`src/rtl/dlc_pkg.sv`:
```
package dlc_pkg;
  typedef enum logic [0:0] {
    ST_LOOKUP = 1'b0,
    ST_FILL   = 1'b1
  } dlc_state_e;
endpackage

```
`src/rtl/dlc_split.sv`:
```
module dlc_split #(
  parameter int ADDR_W = 5,
  parameter int IDX_W  = 2,
  parameter int OFF_W  = 1,
  parameter int TAG_W  = ADDR_W - IDX_W - OFF_W
) (
  input  logic [ADDR_W-1:0] addr_i,
  output logic [TAG_W-1:0]  tag_o,
  output logic [IDX_W-1:0]  idx_o,
  output logic [OFF_W-1:0]  off_o
);
  assign off_o = addr_i[OFF_W-1:0];
  assign idx_o = addr_i[OFF_W +: IDX_W];
  assign tag_o = addr_i[ADDR_W-1 -: TAG_W];
endmodule

```
`src/rtl/dlc_store.sv`:
```
module dlc_store #(
  parameter int LINES = 4,
  parameter int IDX_W = 2,
  parameter int TAG_W = 2,
  parameter int BLK_W = 16
) (
  input  logic             clk_i,
  input  logic             rst_ni,
  input  logic [IDX_W-1:0] rd_idx_i,
  output logic             rd_valid_o,
  output logic [TAG_W-1:0] rd_tag_o,
  output logic [BLK_W-1:0] rd_blk_o,
  input  logic             wr_en_i,
  input  logic [IDX_W-1:0] wr_idx_i,
  input  logic [TAG_W-1:0] wr_tag_i,
  input  logic [BLK_W-1:0] wr_blk_i
);
  logic             valid_q [LINES];
  logic [TAG_W-1:0] tag_q   [LINES];
  logic [BLK_W-1:0] blk_q   [LINES];

  for (genvar l = 0; l < LINES; l++) begin : g_line
    logic sel;
    assign sel = wr_en_i && (wr_idx_i == IDX_W'(l));

    always_ff @(posedge clk_i or negedge rst_ni) begin
      if (!rst_ni)  valid_q[l] <= 1'b0;
      else if (sel) valid_q[l] <= 1'b1;
    end

    // payload needs no reset; valid bit guards it
    always_ff @(posedge clk_i) begin
      if (sel) begin
        tag_q[l] <= wr_tag_i;
        blk_q[l] <= wr_blk_i;
      end
    end
  end

  assign rd_valid_o = valid_q[rd_idx_i];
  assign rd_tag_o   = tag_q[rd_idx_i];
  assign rd_blk_o   = blk_q[rd_idx_i];
endmodule

```
`src/rtl/dlc_bytesel.sv`:
```
module dlc_bytesel #(
  parameter int BLOCK_BYTES = 2,
  parameter int OFF_W       = 1
) (
  input  logic [8*BLOCK_BYTES-1:0] blk_i,
  input  logic [OFF_W-1:0]         off_i,
  output logic [7:0]               byte_o
);
  logic [7:0] lane [BLOCK_BYTES];

  for (genvar k = 0; k < BLOCK_BYTES; k++) begin : g_lane
    assign lane[k] = blk_i[8*k +: 8];
  end

  assign byte_o = lane[off_i];
endmodule

```
`src/rtl/dlc_ctrl.sv`:
```
module dlc_ctrl
  import dlc_pkg::*;
(
  input  logic clk_i,
  input  logic rst_ni,
  input  logic req_i,
  input  logic hit_i,
  input  logic mem_ready_i,
  output logic stall_o,
  output logic mem_req_o,
  output logic fill_o,
  output logic accept_o,
  output logic filling_o
);
  dlc_state_e state_q, state_d;

  assign filling_o = (state_q == ST_FILL);
  assign mem_req_o = filling_o;
  assign fill_o    = filling_o && mem_ready_i;
  // stall drops in the refill's last cycle so the held request retires there
  assign stall_o   = filling_o ? !mem_ready_i : (req_i && !hit_i);
  assign accept_o  = req_i && !stall_o;

  always_comb begin
    state_d = state_q;
    unique case (state_q)
      ST_LOOKUP: if (req_i && !hit_i) state_d = ST_FILL;
      ST_FILL:   if (mem_ready_i)     state_d = ST_LOOKUP;
      default:                        state_d = ST_LOOKUP;
    endcase
  end

  always_ff @(posedge clk_i or negedge rst_ni) begin
    if (!rst_ni) state_q <= ST_LOOKUP;
    else         state_q <= state_d;
  end
endmodule

```
`src/rtl/dm_load_cache.sv`:
```
module dm_load_cache #(
  parameter int ADDR_W      = 5,
  parameter int LINES       = 4,
  parameter int BLOCK_BYTES = 2
) (
  input  logic                     clk_i,
  input  logic                     rst_ni,
  input  logic                     ld_req_i,
  input  logic [ADDR_W-1:0]        ld_addr_i,
  output logic                     ld_stall_o,
  output logic                     ld_valid_o,
  output logic [7:0]               ld_data_o,
  output logic                     hit_o,
  output logic                     miss_o,
  output logic                     mem_req_o,
  output logic [ADDR_W-1:0]        mem_addr_o,
  input  logic                     mem_ready_i,
  input  logic [8*BLOCK_BYTES-1:0] mem_block_i
);
  localparam int IDX_W = $clog2(LINES);
  localparam int OFF_W = $clog2(BLOCK_BYTES);
  localparam int TAG_W = ADDR_W - IDX_W - OFF_W;
  localparam int BLK_W = 8 * BLOCK_BYTES;

  logic [TAG_W-1:0] a_tag, l_tag;
  logic [IDX_W-1:0] a_idx;
  logic [OFF_W-1:0] a_off;
  logic             l_valid, hit;
  logic [BLK_W-1:0] l_blk, src_blk;
  logic [7:0]       sel_byte;
  logic             stall, fill, accept, filling;

  dlc_split #(
    .ADDR_W(ADDR_W), .IDX_W(IDX_W), .OFF_W(OFF_W), .TAG_W(TAG_W)
  ) u_split (
    .addr_i(ld_addr_i), .tag_o(a_tag), .idx_o(a_idx), .off_o(a_off)
  );

  dlc_store #(
    .LINES(LINES), .IDX_W(IDX_W), .TAG_W(TAG_W), .BLK_W(BLK_W)
  ) u_store (
    .clk_i(clk_i), .rst_ni(rst_ni),
    .rd_idx_i(a_idx), .rd_valid_o(l_valid), .rd_tag_o(l_tag), .rd_blk_o(l_blk),
    .wr_en_i(fill), .wr_idx_i(a_idx), .wr_tag_i(a_tag), .wr_blk_i(mem_block_i)
  );

  assign hit = l_valid && (l_tag == a_tag);

  dlc_ctrl u_ctrl (
    .clk_i(clk_i), .rst_ni(rst_ni),
    .req_i(ld_req_i), .hit_i(hit), .mem_ready_i(mem_ready_i),
    .stall_o(stall), .mem_req_o(mem_req_o), .fill_o(fill),
    .accept_o(accept), .filling_o(filling)
  );

  // a refill forwards the incoming block, bypassing the array
  assign src_blk = filling ? mem_block_i : l_blk;

  dlc_bytesel #(
    .BLOCK_BYTES(BLOCK_BYTES), .OFF_W(OFF_W)
  ) u_bytesel (
    .blk_i(src_blk), .off_i(a_off), .byte_o(sel_byte)
  );

  logic       valid_q, hit_q, miss_q;
  logic [7:0] data_q;

  always_ff @(posedge clk_i or negedge rst_ni) begin
    if (!rst_ni) begin
      valid_q <= 1'b0;
      hit_q   <= 1'b0;
      miss_q  <= 1'b0;
      data_q  <= '0;
    end else begin
      valid_q <= accept;
      hit_q   <= accept && !filling;
      miss_q  <= accept && filling;
      if (accept) data_q <= sel_byte;
    end
  end

  assign ld_stall_o = stall;
  assign ld_valid_o = valid_q;
  assign ld_data_o  = data_q;
  assign hit_o      = hit_q;
  assign miss_o     = miss_q;
  assign mem_addr_o = {a_tag, a_idx, {OFF_W{1'b0}}};
endmodule

```
`config.mk`:
```
export PLATFORM = sky130hd
export DESIGN_NAME = dm_load_cache
export DESIGN_NICKNAME = d
export VERILOG_FILES = /design/src/rtl/dlc_pkg.sv /design/src/rtl/dlc_split.sv /design/src/rtl/dlc_store.sv /design/src/rtl/dlc_bytesel.sv /design/src/rtl/dlc_ctrl.sv /design/src/rtl/dm_load_cache.sv
export SDC_FILE = /design/constraint.sdc
export NUM_CORES = 1
export LEC_CHECK = 0
export CAP_MARGIN = 20
export CORE_MARGIN = 3
export CORE_UTILIZATION = 56
export DETAILED_ROUTE_END_ITERATION = 6
export DONT_BUFFER_PORTS = 1
export GPL_ROUTABILITY_DRIVEN = 1
export PLACE_DENSITY = 0.77
export SYNTH_ARGS = -nofsm -noshare
export SYNTH_HDL_FRONTEND = slang
export SYNTH_SLANG_ARGS = --single-unit
```
`constraint.sdc`:
```
create_clock -name clk_i -period 2.11 [get_ports clk_i]
set_clock_uncertainty 0.05 [all_clocks]
set_input_delay 0.422 -clock clk_i [delete_from_list [all_inputs] [get_ports clk_i]]
set_output_delay 0.422 -clock clk_i [all_outputs]
set_load 0.1 [all_outputs]
```
; ---- Word-level counts from Yosys, hierarchy flattened
; Memories as Yosys holds them, arrays and structs flattened.
; Index checks and enable logic that the tools add are counted.
; Widths: inputs -> output; s select.
[totals]
ff_bits = 16
ram_bits = 72
inputBits = 25
out_inout_bits = 18
word_cells = 78
n_memories = 2
[mem_list]
columns = memory, depth, width, read_ports, rd_clocked_by_memory_dff, wr, line_no
row1 = u_store.blk_q, 4, 16, 1, 0, 1, dlc_store.sv:20  ; logic [BLK_W-1:0] blk_q [LINES];
row2 = u_store.tag_q, 4, 2, 1, 0, 1, dlc_store.sv:19  ; logic [TAG_W-1:0] tag_q [LINES];
[classes]
magnitude_cmp = 2
eq_ne = 4
n_mux = 37
bitwise = 3
n_reduce_logical = 21
[op_table]
columns = operator, n
row1 = $mux 16, 4
row2 = $reduce_or 16->1, 3
row3 = $mux 8, 3
row4 = $mux 1, 19
row5 = $mux 2, 9
row6 = $logic_and 1x1->1, 10
row7 = $reduce_or 2->1, 3
row8 = $eq 2x2->1 const B, 2
row9 = $logic_not 1->1, 4
row10 = $ge 3x3->1 const B, 1
row11 = $not 2->3, 1
row12 = $bmux 1 s2, 1
row13 = $eq 2x1->1 const B, 1
row14 = $eq 2x2->1, 1
row15 = $ge 2x2->1 const B, 1
row16 = $logic_not 2->1, 1
row17 = $not 1->2, 1
row18 = $pmux 1 s2, 1
row19 = $not 1->1, 1

; ---- Logic depth before layout (Yosys ltp)
[logic_depth]
word_depth = 11
mapped_depth = 6
mapped_depth_nobuf = 5

; ---- Cells and area by module
; A second synthesis with hierarchy kept.
[unflattened]
hier_cells = 174
area_unflattened_um2 = 3724.8
[modules_own_cells]
columns = mod, instances, cells_per_inst, area_per_inst_um2, seq_area_each_um2
row1 = dlc_store, 1, 108, 2821.5, 2262.2
row2 = dm_load_cache, 1, 45, 663.1, 275.3
row3 = dlc_bytesel, 1, 9, 131.4, 0.0
row4 = dlc_ctrl, 1, 7, 71.3, 25.0
row5 = dlc_split, 1, 5, 37.5, 0.0

; ---- Worst setup path before layout
; OpenSTA, ideal clock, no wires.
[synth_timing]
kind = reg-to-reg
start = register u_ctrl.state_q, in the netlist u_ctrl.filling_o
end = memory u_store.blk_q[0][0], enable pin
setup_ps = 417
arrival_time_ps = 2440
t_required_ps = 1643
slack_ps = -797
path_stages_with_launch = 3
path_buffers = 0
period_less_slack_ps = 2907
cell_sequence = dfrtp_1 > nand2_1 > nor3_1
[synth_via]
word_cells_on_any_way = 22
classes_between = mux: 14 / reduce/logical: 8
[synth_lines]
columns = element, line_no
row1 = start: declaration, dlc_ctrl.sv:15  ; dlc_state_e state_q, state_d;
row2 = start signal: assignment, dlc_ctrl.sv:35  ; else state_q <= state_d;
row3 = $logic_and 1x1->1, dlc_ctrl.sv:19  ; assign fill_o = filling_o && mem_ready_i;
row4 = $logic_and 1x1->1, dlc_store.sv:24  ; assign sel = wr_en_i && (wr_idx_i == IDX_W'(l));
row5 = via u_store.g_line[0].sel, dlc_store.sv:23  ; logic sel;
row6 = $mux 1, dlc_store.sv:33  ; if (sel) begin
row7 = $mux 1 (implied by the code), dlc_store.sv:35  ; blk_q[l] <= wr_blk_i;
row8 = $mux 1 (no line) (3 in a row), n/a
row9 = end: declaration, dlc_store.sv:20
; The timed path passes the listed nets, and every way through them passes these cells.

; ---- Worst setup path after layout
[layout_timing]
start = memory u_store.tag_q[2][1]
end = output ld_stall_o
[layout_via]
elab_chain_cells = 6
[layout_rtl]
columns = element, line_no
row1 = start: declaration, dlc_store.sv:19
row2 = $mem_v2 4x2, n/a
row3 = $eq 2x2->1, dm_load_cache.sv:47  ; assign hit = l_valid && (l_tag == a_tag);
row4 = $logic_and 1x1->1, dm_load_cache.sv:47
row5 = $logic_not 1->1, dlc_ctrl.sv:21  ; assign stall_o = filling_o ? !mem_ready_i : (req_i && !hit_i);
row6 = $logic_and 1x1->1, dlc_ctrl.sv:21
row7 = $mux 1, dlc_ctrl.sv:21
row8 = end: declaration, dm_load_cache.sv:10  ; output logic ld_stall_o,
; Every way passes these cells.

==> flow_summary.rst <==
.. list-table::
   :header-rows: 1

   * - Metric
     - Value
   * - Vias per cell
     - 6.19
   * - Core region area
     - 6030 sq um
   * - Peak supply drop
     - 0.000663 V
   * - Yosys Warn Count
     - 0
   * - Residual overflow from global routing
     - 0
   * - H-tree level count
     - 3
   * - Final period utilization
     - 109%
   * - Final number of hold-violating endpoints
     - 0
   * - Violations in the final reports
     - negative setup slack
   * - Cell chosen for the clock root
     - sky130_fd_sc_hd__clkbuf_8
   * - Syn Area/Cell
     - 22.0 sq um
   * - Horizontal extent of the die
     - 85.7 um
   * - Part of the Yosys area used for sequential elements
     - 72.0%
   * - Req. time, crit path
     - 1.64 ns
   * - Nets
     - 207
   * - Number of inserted diodes
     - 0
   * - Post-place instance area
     - 3700 sq um
   * - Switching power summed over all nets
     - 1.47 mW
   * - Chip Height
     - 85.7 um
   * - Setup ws final
     - -0.187 ns
   * - Count of max-cap constraint violations
     - 0
   * - Type of destination of the critical path
     - output pin
   * - Number of buffers between clock root and the deepest sink
     - 2
   * - Number of cells traversed by the worst register-to-register path
     - 6
   * - Part of the total power dissipated in the clock network
     - 23.1%
   * - Largest net degree at the start of global routing
     - 26
   * - Detailed-route wire length
     - 6190 um
   * - Ports placed on the boundary
     - 43
   * - Int Pwr
     - 2.67 mW
   * - Setup tns final
     - -0.187 ns
   * - Largest area contributor in the netlist
     - sky130_fd_sc_hd__edfxtp_1
   * - Filler Cells Inserted
     - 392
   * - Number of vias after detailed routing
     - 1622
   * - Post-layout util
     - 64.9%
   * - Number of global-route vias before repair
     - 1754
   * - Post-synth design cell area
     - 3560 sq um
   * - Initial Util
     - 59.0%
   * - Fraction of layout cells with a size suffix above 1
     - 35.3%
   * - Cells after Synth
     - 162
   * - Count of different cell masters after synthesis
     - 24
   * - Largest cells by area after synthesis
     - sky130_fd_sc_hd__edfxtp_1 (61%), sky130_fd_sc_hd__dfrtp_1 (11%), sky130_fd_sc_hd__mux4_2 (9.5%), sky130_fd_sc_hd__mux4_1 (7.4%), sky130_fd_sc_hd__mux2_2 (2.8%)
   * - Number of I/O port buffers
     - 0
   * - Layout-stage area growth over the synthesis result
     - 9.95%
   * - DRT Pass-1 Iters
     - 4
   * - Wire length of the first global-routing pass
     - 9710 um
   * - Clock latency of the later-clocked register in the worst-skew pair
     - 0.34 ns
   * - Pin slew with the least headroom to its limit
     - 0.924 ns
   * - Total global routing track utilization
     - 18.4%
   * - Final setup violation count
     - 1
   * - Yosys top cell area share
     - 60.8%
   * - Std cell rows
     - 28
   * - Power per standard cell area
     - 1060 nW/um^2
   * - Leakage
     - 1.35 nW
   * - Drt initial violations
     - 118
   * - Number of design rule violations left after detail routing
     - 0
   * - Final Max Slew Viols
     - 0
   * - Tightest slew margin relative to the limit
     - 38.4%
   * - Number of flip-flops and latches in the synthesized netlist
     - 88
   * - Worst setup path category
     - reg2out
   * - Commonest non-fill, non-tap cells in the layout
     - sky130_fd_sc_hd__edfxtp_1 (72), sky130_fd_sc_hd__buf_4 (18), sky130_fd_sc_hd__mux4_2 (15), sky130_fd_sc_hd__dfrtp_1 (15), sky130_fd_sc_hd__mux4_1 (10)
   * - CTS sink cnt
     - 88
   * - Number of non-filler instances in the completed layout
     - 262
   * - Total half-perimeter wirelength after legalization and detailed placement
     - 4070 um
   * - Hold crit path type
     - in2reg
   * - Post-layout minimum cycle time
     - 2.30 ns
   * - Maximum operating frequency
     - 435 MHz
   * - Total die area
     - 7340 sq um
   * - Cell count after placement
     - 242
   * - Arrival time reported for the critical path endpoint
     - 1.82 ns
   * - Worst hold margin
     - 0.120 ns
   * - TritonCTS clock tree
     - yes
   * - Hold-critical path depth
     - 0
   * - TritonCTS buffer count
     - 9
   * - Combinational group share of total power
     - 12.2%
   * - Portion of total power attributed to sequential cells
     - 64.7%
   * - Crit start category
     - register
   * - Result of the run
     - finished with violations
   * - Commonest non-fill, non-tap cell in the layout
     - sky130_fd_sc_hd__edfxtp_1
   * - Clock-pin transition on the worst setup and hold timing paths
     - 0.08 ns
   * - Largest driver fanout on the critical path
     - 2
   * - Final design instance area without fill
     - 3910 sq um
   * - Antenna violations before repair
     - 0
   * - Post-route ant nets
     - 0
   * - DR WL/cell
     - 23.6 um
   * - Switching fraction of total power
     - 35.5%
   * - Net count of the mapped netlist
     - 187
   * - Placer Congestion
     - 0.734
   * - Unrepaired setup endpoints after global routing
     - true
Yosys cell counts:
cell,n
sky130_fd_sc_hd__a31o_2,1
sky130_fd_sc_hd__a41oi_2,1
sky130_fd_sc_hd__and3_1,1
sky130_fd_sc_hd__buf_1,3
sky130_fd_sc_hd__buf_12,2
sky130_fd_sc_hd__buf_4,5
sky130_fd_sc_hd__buf_6,1
sky130_fd_sc_hd__clkbuf_1,1
sky130_fd_sc_hd__conb_1,1
sky130_fd_sc_hd__dfrtp_1,16
sky130_fd_sc_hd__edfxtp_1,72
sky130_fd_sc_hd__inv_1,3
sky130_fd_sc_hd__mux2_2,9
sky130_fd_sc_hd__mux2i_1,3
sky130_fd_sc_hd__mux4_1,10
sky130_fd_sc_hd__mux4_2,15
sky130_fd_sc_hd__nand2_1,3
sky130_fd_sc_hd__nand3_1,1
sky130_fd_sc_hd__nor2_1,3
sky130_fd_sc_hd__nor3_1,2
sky130_fd_sc_hd__nor3b_1,1
sky130_fd_sc_hd__o32ai_2,1
sky130_fd_sc_hd__or2_2,4
sky130_fd_sc_hd__xnor2_1,3
kinds of logic after synthesis:
| logic type | share of synthesized area, % |
|---|---|
| flip-flops | 72.0 |
| multiplexers | 20.6 |
| AND/OR/NAND/NOR | 2.15 |
| buffers and inverters | 3.24 |
| AO/OA/AOI/OAI | 1.16 |
| XOR/XNOR | 0.739 |
| other | 0.105 |
critical path, stage by stage (launching register included):
cell,delay [ns]
sky130_fd_sc_hd__edfxtp_1,0.37
sky130_fd_sc_hd__mux4_2,0.50
sky130_fd_sc_hd__xnor2_2,0.16
sky130_fd_sc_hd__nand2_1,0.10
sky130_fd_sc_hd__a31o_4,0.36
layout make-up:
class / instances / area [sq um] / share of cell area (%)
flip-flops and latches: 88 / 2560 / 65.5
multi-input cells: 59 / 917 / 23.4
repair buffers: 21 / 168 / 4.29
clock buffers: 12 / 135 / 3.45
well taps: 75 / 93.8 / 2.40
clock inverters: 4 / 22.5 / 0.576
inverters: 3 / 11.3 / 0.288
registers in the layout, indices dropped and copies added (netlist names):
register / flops
u_ctrl.filling_o: 1
ld_data_o: 8
hit_o: 1
miss_o: 1
ld_valid_o: 1
u_store.tag_q: 8
u_store.valid_q: 4
u_store.blk_q: 64
repair_timing:
action	in CTS	in global routing
pin swaps	2	4
gates resized for setup	0	3
setup endpoints to repair	1	9
buffers inserted	2	1
hold buffers	1	0
hold endpoints to repair	16	0
gates cloned	0	0
per-layer routing:
| layer | vias up | share of wire [%] | track usage [%] |
|---|---|---|---|
| li1 | 696 | - | - |
| met1 | 858 | 39 | 23.8 |
| met2 | 59 | 54 | 30.2 |
| met3 | 9 | 5.6 | 4.51 |
| met4 | 0 | 1.8 | 7.77 |
| met5 | - | 0 | 0 |
metrics by stage:
stage          power [mW]  setup WS, ns
3_5_place_dp         3.20        0.0473
4_1_cts              4.16        -0.250
6_report             4.14        -0.187
3_3_place_gp         3.17        0.0802
5_1_grt              4.30        -0.282
2_1_floorplan        3.13       -0.0419
power by group through the flow:
stage / logic [mW] / clock network [mW] / registers, mW
detailed placement: 0.480 / 0 / 2.72
global route: 0.539 / 1.07 / 2.69
floorplan: 0.366 / 0 / 2.77
CTS: 0.497 / 0.983 / 2.68
global placement: 0.461 / 0 / 2.71
finish: 0.505 / 0.955 / 2.68
path summary, 6_finish.rpt:
path | startpoint | endpoint | slack, ns
max in group asynchronous | rst_ni | u_ctrl.filling_o | 0.88
min | mem_block_i[3] | u_store.blk_q[1][3] | 0.12
min in group asynchronous | rst_ni | u_store.valid_q[1] | 0.57
max | u_store.tag_q[2][1] | ld_stall_o | -0.19
max reg2reg | u_store.tag_q[2][1] | ld_data_o[5] | 0.09
min reg2reg | u_store.valid_q[0] | u_store.valid_q[0] | 0.43
Power figures use the tool's default switching activity.
